`src/rtl/panel_regwr_pkg.sv`:
```
package panel_regwr_pkg;

  typedef enum logic [2:0] {
    ST_IDLE,
    ST_SETUP,
    ST_SHIFT,
    ST_HOLD,
    ST_GAP
  } seq_state_t;

  // build a frame: prefix byte followed by a payload
  function automatic logic [23:0] mk_frame(input logic [7:0] pfx,
                                           input logic [15:0] payload);
    return {pfx, payload};
  endfunction

endpackage

```
`src/rtl/panel_sclk_tick.sv`:
```
module panel_sclk_tick #(
  parameter int DIV_W = 8
) (
  input  logic             clk,
  input  logic             rst,
  input  logic             run,
  input  logic             restart,
  input  logic [DIV_W-1:0] div_q,
  output logic             tick
);

  logic [DIV_W-1:0] cnt;

  assign tick = run && (cnt == div_q);

  always_ff @(posedge clk) begin
    if (rst) begin
      cnt <= '0;
    end else if (restart || !run || tick) begin
      cnt <= '0;
    end else begin
      cnt <= cnt + 1'b1;
    end
  end

endmodule

```
`src/rtl/panel_frame_shift.sv`:
```
module panel_frame_shift #(
  parameter int FRAME_W = 24
) (
  input  logic               clk,
  input  logic               rst,
  input  logic               load,
  input  logic [FRAME_W-1:0] load_data,
  input  logic               shift,
  output logic               mosi
);

  logic [FRAME_W-1:0] sh;

  always_ff @(posedge clk) begin
    if (rst) begin
      sh   <= '0;
      mosi <= 1'b0;
    end else if (load) begin
      sh <= load_data;
    end else if (shift) begin
      mosi <= sh[FRAME_W-1];
      sh   <= {sh[FRAME_W-2:0], 1'b0};
    end
  end

endmodule

```
`src/rtl/panel_seq.sv`:
```
module panel_seq
  import panel_regwr_pkg::*;
#(
  parameter int          DIV_W      = 8,
  parameter int          IDX_W      = 8,
  parameter int          VAL_W      = 16,
  parameter logic [7:0]  IDX_PREFIX = 8'h74,
  parameter logic [7:0]  DAT_PREFIX = 8'h76
) (
  input  logic             clk,
  input  logic             rst,
  input  logic             req_valid,
  input  logic [IDX_W-1:0] req_index,
  input  logic [VAL_W-1:0] req_value,
  input  logic [DIV_W-1:0] sclk_div,
  input  logic             tick,
  output logic             accept,
  output logic [DIV_W-1:0] div_q,
  output logic             ld,
  output logic [23:0]      ld_data,
  output logic             sh_en,
  output logic             sclk,
  output logic             cs_n,
  output logic             busy,
  output logic             done
);

  localparam int FRAME_W = 8 + VAL_W;
  localparam int BIT_W   = $clog2(FRAME_W);
  localparam logic [BIT_W-1:0] LAST_BIT = BIT_W'(FRAME_W - 1);

  seq_state_t       st;
  logic [BIT_W-1:0] bitcnt;
  logic             gapcnt;
  logic             second;
  logic [VAL_W-1:0] val_q;

  assign accept = req_valid && !busy;

  // frame loads: index frame at accept, data frame at end of gap
  always_comb begin
    ld      = 1'b0;
    ld_data = mk_frame(IDX_PREFIX, VAL_W'(req_index));
    if (accept) begin
      ld = 1'b1;
    end else if (st == ST_GAP && tick && gapcnt && !second) begin
      ld      = 1'b1;
      ld_data = mk_frame(DAT_PREFIX, val_q);
    end
  end

  // shift on every falling serial edge
  always_comb begin
    sh_en = 1'b0;
    if (tick && st == ST_SETUP) sh_en = 1'b1;
    if (tick && st == ST_SHIFT && sclk) sh_en = 1'b1;
  end

  always_ff @(posedge clk) begin
    if (rst) begin
      st     <= ST_IDLE;
      bitcnt <= '0;
      gapcnt <= 1'b0;
      second <= 1'b0;
      val_q  <= '0;
      div_q  <= '0;
      sclk   <= 1'b1;
      cs_n   <= 1'b1;
      busy   <= 1'b0;
      done   <= 1'b0;
    end else begin
      done <= 1'b0;
      case (st)
        ST_IDLE: begin
          if (accept) begin
            val_q  <= req_value;
            div_q  <= sclk_div;
            second <= 1'b0;
            busy   <= 1'b1;
            cs_n   <= 1'b0;
            st     <= ST_SETUP;
          end
        end
        ST_SETUP: begin
          if (tick) begin
            sclk   <= 1'b0;
            bitcnt <= '0;
            st     <= ST_SHIFT;
          end
        end
        ST_SHIFT: begin
          if (tick) begin
            if (!sclk) begin
              sclk <= 1'b1;
              if (bitcnt == LAST_BIT) begin
                st <= ST_HOLD;
              end else begin
                bitcnt <= bitcnt + 1'b1;
              end
            end else begin
              sclk <= 1'b0;
            end
          end
        end
        ST_HOLD: begin
          if (tick) begin
            cs_n   <= 1'b1;
            gapcnt <= 1'b0;
            st     <= ST_GAP;
          end
        end
        ST_GAP: begin
          if (tick) begin
            if (!gapcnt) begin
              gapcnt <= 1'b1;
            end else if (!second) begin
              second <= 1'b1;
              cs_n   <= 1'b0;
              st     <= ST_SETUP;
            end else begin
              busy <= 1'b0;
              done <= 1'b1;
              st   <= ST_IDLE;
            end
          end
        end
        default: st <= ST_IDLE;
      endcase
    end
  end

endmodule

```
`src/rtl/panel_regwr.sv`:
```
module panel_regwr #(
  parameter int         DIV_W      = 8,
  parameter int         IDX_W      = 8,
  parameter int         VAL_W      = 16,
  parameter logic [7:0] IDX_PREFIX = 8'h74,
  parameter logic [7:0] DAT_PREFIX = 8'h76
) (
  input  logic             clk,
  input  logic             rst,
  input  logic             req_valid,
  input  logic [IDX_W-1:0] req_index,
  input  logic [VAL_W-1:0] req_value,
  input  logic [DIV_W-1:0] sclk_div,
  input  logic             miso,
  output logic             sclk,
  output logic             cs_n,
  output logic             mosi,
  output logic             busy,
  output logic             done
);

  localparam int FRAME_W = 8 + VAL_W;

  logic             tick;
  logic             accept;
  logic [DIV_W-1:0] div_q;
  logic             ld;
  logic [23:0]      ld_data;
  logic             sh_en;
  logic             rx_unused;

  // receive data is discarded
  assign rx_unused = miso;

  panel_seq #(
    .DIV_W(DIV_W), .IDX_W(IDX_W), .VAL_W(VAL_W),
    .IDX_PREFIX(IDX_PREFIX), .DAT_PREFIX(DAT_PREFIX)
  ) u_seq (
    .clk(clk), .rst(rst),
    .req_valid(req_valid), .req_index(req_index), .req_value(req_value),
    .sclk_div(sclk_div), .tick(tick),
    .accept(accept), .div_q(div_q),
    .ld(ld), .ld_data(ld_data), .sh_en(sh_en),
    .sclk(sclk), .cs_n(cs_n), .busy(busy), .done(done)
  );

  panel_sclk_tick #(.DIV_W(DIV_W)) u_tick (
    .clk(clk), .rst(rst), .run(busy), .restart(accept),
    .div_q(div_q), .tick(tick)
  );

  panel_frame_shift #(.FRAME_W(FRAME_W)) u_shift (
    .clk(clk), .rst(rst), .load(ld), .load_data(ld_data[FRAME_W-1:0]),
    .shift(sh_en), .mosi(mosi)
  );

endmodule

```
`config.mk`:
```
export PLATFORM = sky130hd
export DESIGN_NAME = panel_regwr
export DESIGN_NICKNAME = d
export VERILOG_FILES = /design/src/rtl/panel_regwr_pkg.sv /design/src/rtl/panel_sclk_tick.sv /design/src/rtl/panel_frame_shift.sv /design/src/rtl/panel_seq.sv /design/src/rtl/panel_regwr.sv
export SDC_FILE = /design/constraint.sdc
export NUM_CORES = 1
export LEC_CHECK = 0
export ABC_CLOCK_PERIOD_IN_PS = 2950
export BUFFER_PORTS_ARGS = -buffer_cell sky130_fd_sc_hd__buf_2
export CORE_ASPECT_RATIO = 2
export CORE_UTILIZATION = 35
export CTS_CLUSTER_DIAMETER = 30
export DETAILED_ROUTE_END_ITERATION = 8
export GPL_TIMING_DRIVEN = 0
export PLACE_DENSITY = 0.62
export REMOVE_ABC_BUFFERS = 1
export SYNTH_ARGS = -nofsm -noshare
export SYNTH_HDL_FRONTEND = slang
export SYNTH_SLANG_ARGS = --single-unit
export TNS_END_PERCENT = 30
```
`constraint.sdc`:
```
create_clock -name clk -period 2.95 [get_ports clk]
set_clock_uncertainty 0.15 [all_clocks]
set_input_delay 0.1475 -clock clk [delete_from_list [all_inputs] [get_ports clk]]
set_output_delay 0.1475 -clock clk [all_outputs]
set_load 0.03 [all_outputs]
```
==> flow_summary.toml <==
[outcome]
status = "complete, no violations"

[place]
dp_hpwl_mm = 4.807
placedCellCount = 496
dp_slack_ps = -81.03
io_buffer_count = 39
place_area_mm2 = 0.003407
routabilityCongestion = 0.7992

[grt]
grt_pass1_vias = 2722
grt_overflow_total = 0
grt_max_degree = 47
grt_antenna_before_repair = 0
grt_pass1_wl_mm = 12.30
grtUsageTotal_pct = 16.37

[cts]
clock_path_buffers = 2
clkTransAtPathRegs_ps = 60
cts_buffers = 9
clk_latency_ps = 330
numClockSinks = 71
cts_tree = "done"
cts_root_buf = "clkbuf_16"
cts_setup_buffers = 0
htree_levels = 3

[timing]
slew_headroom_pct = 34.58
setup-tns-final_ps = 0
rsz0062_at_grt = "no"
layout_worst_path_cycle_share_pct = 89.85
finalCriticalPeriod_ps = 2651
fin_ws_ps = 299.5
drv_slew = 0
worstMarginPinSlew_ps = 978.3
hold_slack_ps = 90.00
hold_viol_final = 0
setup_violations = 0
max_clock_freq_mhz = 377.3

[critical_path]
worstSetupEndpointType = "flip-flop"
crit_required_ps = 2960
critPathMaxFanout = 11
arrival_ps = 2660
r2r_setup_slack_ps = 300
worst-setup-path-type = "reg2reg"
worst_setup_path_start_kind = "flip-flop"

[power_and_ir_drop]
p_per_area_mw_per_mm2 = 598.1
ir_drop_v = 0.0003192
power_mw = 2.338
p_leak_nw = 1.451

[route]
viasPerCell = 5.319
dr.pass1.iters = 6
ant_nets = 0
post-route-drc-count = 0
avgRoutedWirePerCell_um = 13.68
routed_wl_mm = 7.332
via_count = 2851
drt_iter0_markers = 198

[die]
ios = 41
die_x_um = 69.66
dieArea_mm2 = 0.009565
rows = 49
core_mm2 = 0.008951
start_util_pct = 35.80
die_h_um = 137.3

[synthesis]
syn_area_mm2 = 0.003204
syn_inst = 380
syn_avg_cell_area_um2 = 8.432
ys_ff_latch = 71
synth_cell_types = 51
seq_area_frac_synth_pct = 44.36
yosys_warnings = 0

[finish]
nNetsFinal = 467
fillerInstances = 919
drive_gt1_share_pct = 18.43
final_common_cell = "nand2_1"
final_cell_mix = "nand2_1, dfxtp_1, a21oi_1, buf_2, dlygate4sd3_1"
design_area_mm2 = 0.003909
syn_to_final_growth_pct = 21.98
multi_input_area_mm2 = 0.001625
finalNonFillerCells = 536
regArea_mm2 = 0.001421
final_util_pct = 43.67
n_antenna_cell = 0

[run]
cap_violations = 0

[min_path]
worstHoldPathType = "in2reg"
synthesized netlist by cell type (all sizes together):
| master | instances | area (um2) |
|---|---|---|
| or2 | 2 | 12.52 |
| and4 | 3 | 27.53 |
| inv | 7 | 26.28 |
| xnor2 | 8 | 70.07 |
| dfxtp | 71 | 1421 |
| a211oi | 1 | 7.510 |
| a22oi | 8 | 60.06 |
| nor3 | 7 | 50.05 |
| nand3 | 19 | 100.1 |
| nand2b | 5 | 31.28 |
| buf | 14 | 96.34 |
| or3 | 6 | 37.54 |
| nor2 | 18 | 67.56 |
| nand4 | 7 | 50.05 |
| o21a | 1 | 7.510 |
| ha | 2 | 25.02 |
| nand4b | 1 | 8.760 |
| a211o | 2 | 17.52 |
| or4 | 2 | 15.01 |
| a31oi | 1 | 6.260 |
| mux2i | 1 | 10.01 |
| o21ai | 9 | 45.04 |
| nor4 | 2 | 12.51 |
| o31ai | 2 | 15.01 |
| and3 | 3 | 18.77 |
| nand2 | 75 | 286.5 |
| nand3b | 1 | 7.510 |
| a311oi | 7 | 98.85 |
| a21oi | 59 | 295.3 |
| mux2 | 7 | 78.83 |
| clkbuf | 12 | 45.04 |
| a31o | 1 | 8.760 |
| or3b | 1 | 8.760 |
| a21o | 1 | 7.510 |
| nor2b | 1 | 6.260 |
| o32ai | 1 | 8.760 |
| a2111oi | 1 | 15.01 |
| o211a | 1 | 10.01 |
| o311a | 1 | 10.01 |
| a21boi | 1 | 7.510 |
| xor2 | 8 | 70.07 |
worst max-delay path: stages (launching register included):
cell and delay [ps]:
dfxtp_1 530, or2_1 380, nor3_2 90, and4_1 330, nor2_1 770, a311oi_2 220
repair_timing:
action,4_1_cts,5_1_grt
endpoints found under the setup margin,2,9
hold buffers,24,0
endpoints found under the hold margin,24,0
gates resized for setup,1,1
gates cloned,0,0
cell type report:
cell class                      instances  area share [%]
Multi-Input combinational cell        276           41.58
Sequential cell                        71           36.36
Timing Repair Buffer                   64           11.52
Clock buffer                           11           5.954
Tap cell                              102           3.265
Inverter                                7          0.6722
Clock inverter                          5          0.6402
cell families (layout without fill, tap and decap cells):
kind of cell    Yosys count  count (layout)  synth area share [%]
buf+inv                  33              87                 5.232
simple gates            153             153                 23.12
flops                    71              71                 44.36
mux                       8               8                 2.773
compound gates           97              97                 19.37
fa+ha+maj                 2               2                0.7808
xor+xnor                 16              16                 4.373
power breakdown:
part,switching (mW),leakage (nW),internal [mW]
registers,0.0415,0.579,1.02
logic,0.196,0.739,0.140
clock network,0.383,0.133,0.561
routing by layer:
metal	track usage, %	vias up	part of all wire (%)
met5	0	-	0
met4	10.67	0	3.7
met3	3.365	18	3.0
met2	29.94	60	53
met1	16.70	1345	40
li1	-	1428	-
final timing paths:
path                                startpoint              to  cells after the start
worst max-delay path               u_seq.st[1]   u_shift.sh[5]                      5
worst max register to register     u_seq.st[1]   u_shift.sh[5]                      5
worst min register to register  u_seq.val_q[3]  u_seq.val_q[3]                      2
worst min-delay path              req_index[0]   u_shift.sh[0]                      3
registers in the layout, indices dropped and copies added, names as in the netlist:
register      cells
u_shift.sh       24
u_seq.val_q      16
u_seq.div_q       8
u_tick.cnt        8
u_seq.bitcnt      5
u_seq.st          3
u_seq.busy        1
u_seq.cs_n        1
u_seq.done        1
u_seq.gapcnt      1
u_seq.sclk        1
u_seq.second      1
u_shift.mosi      1
Power figures use the tool's default switching activity.
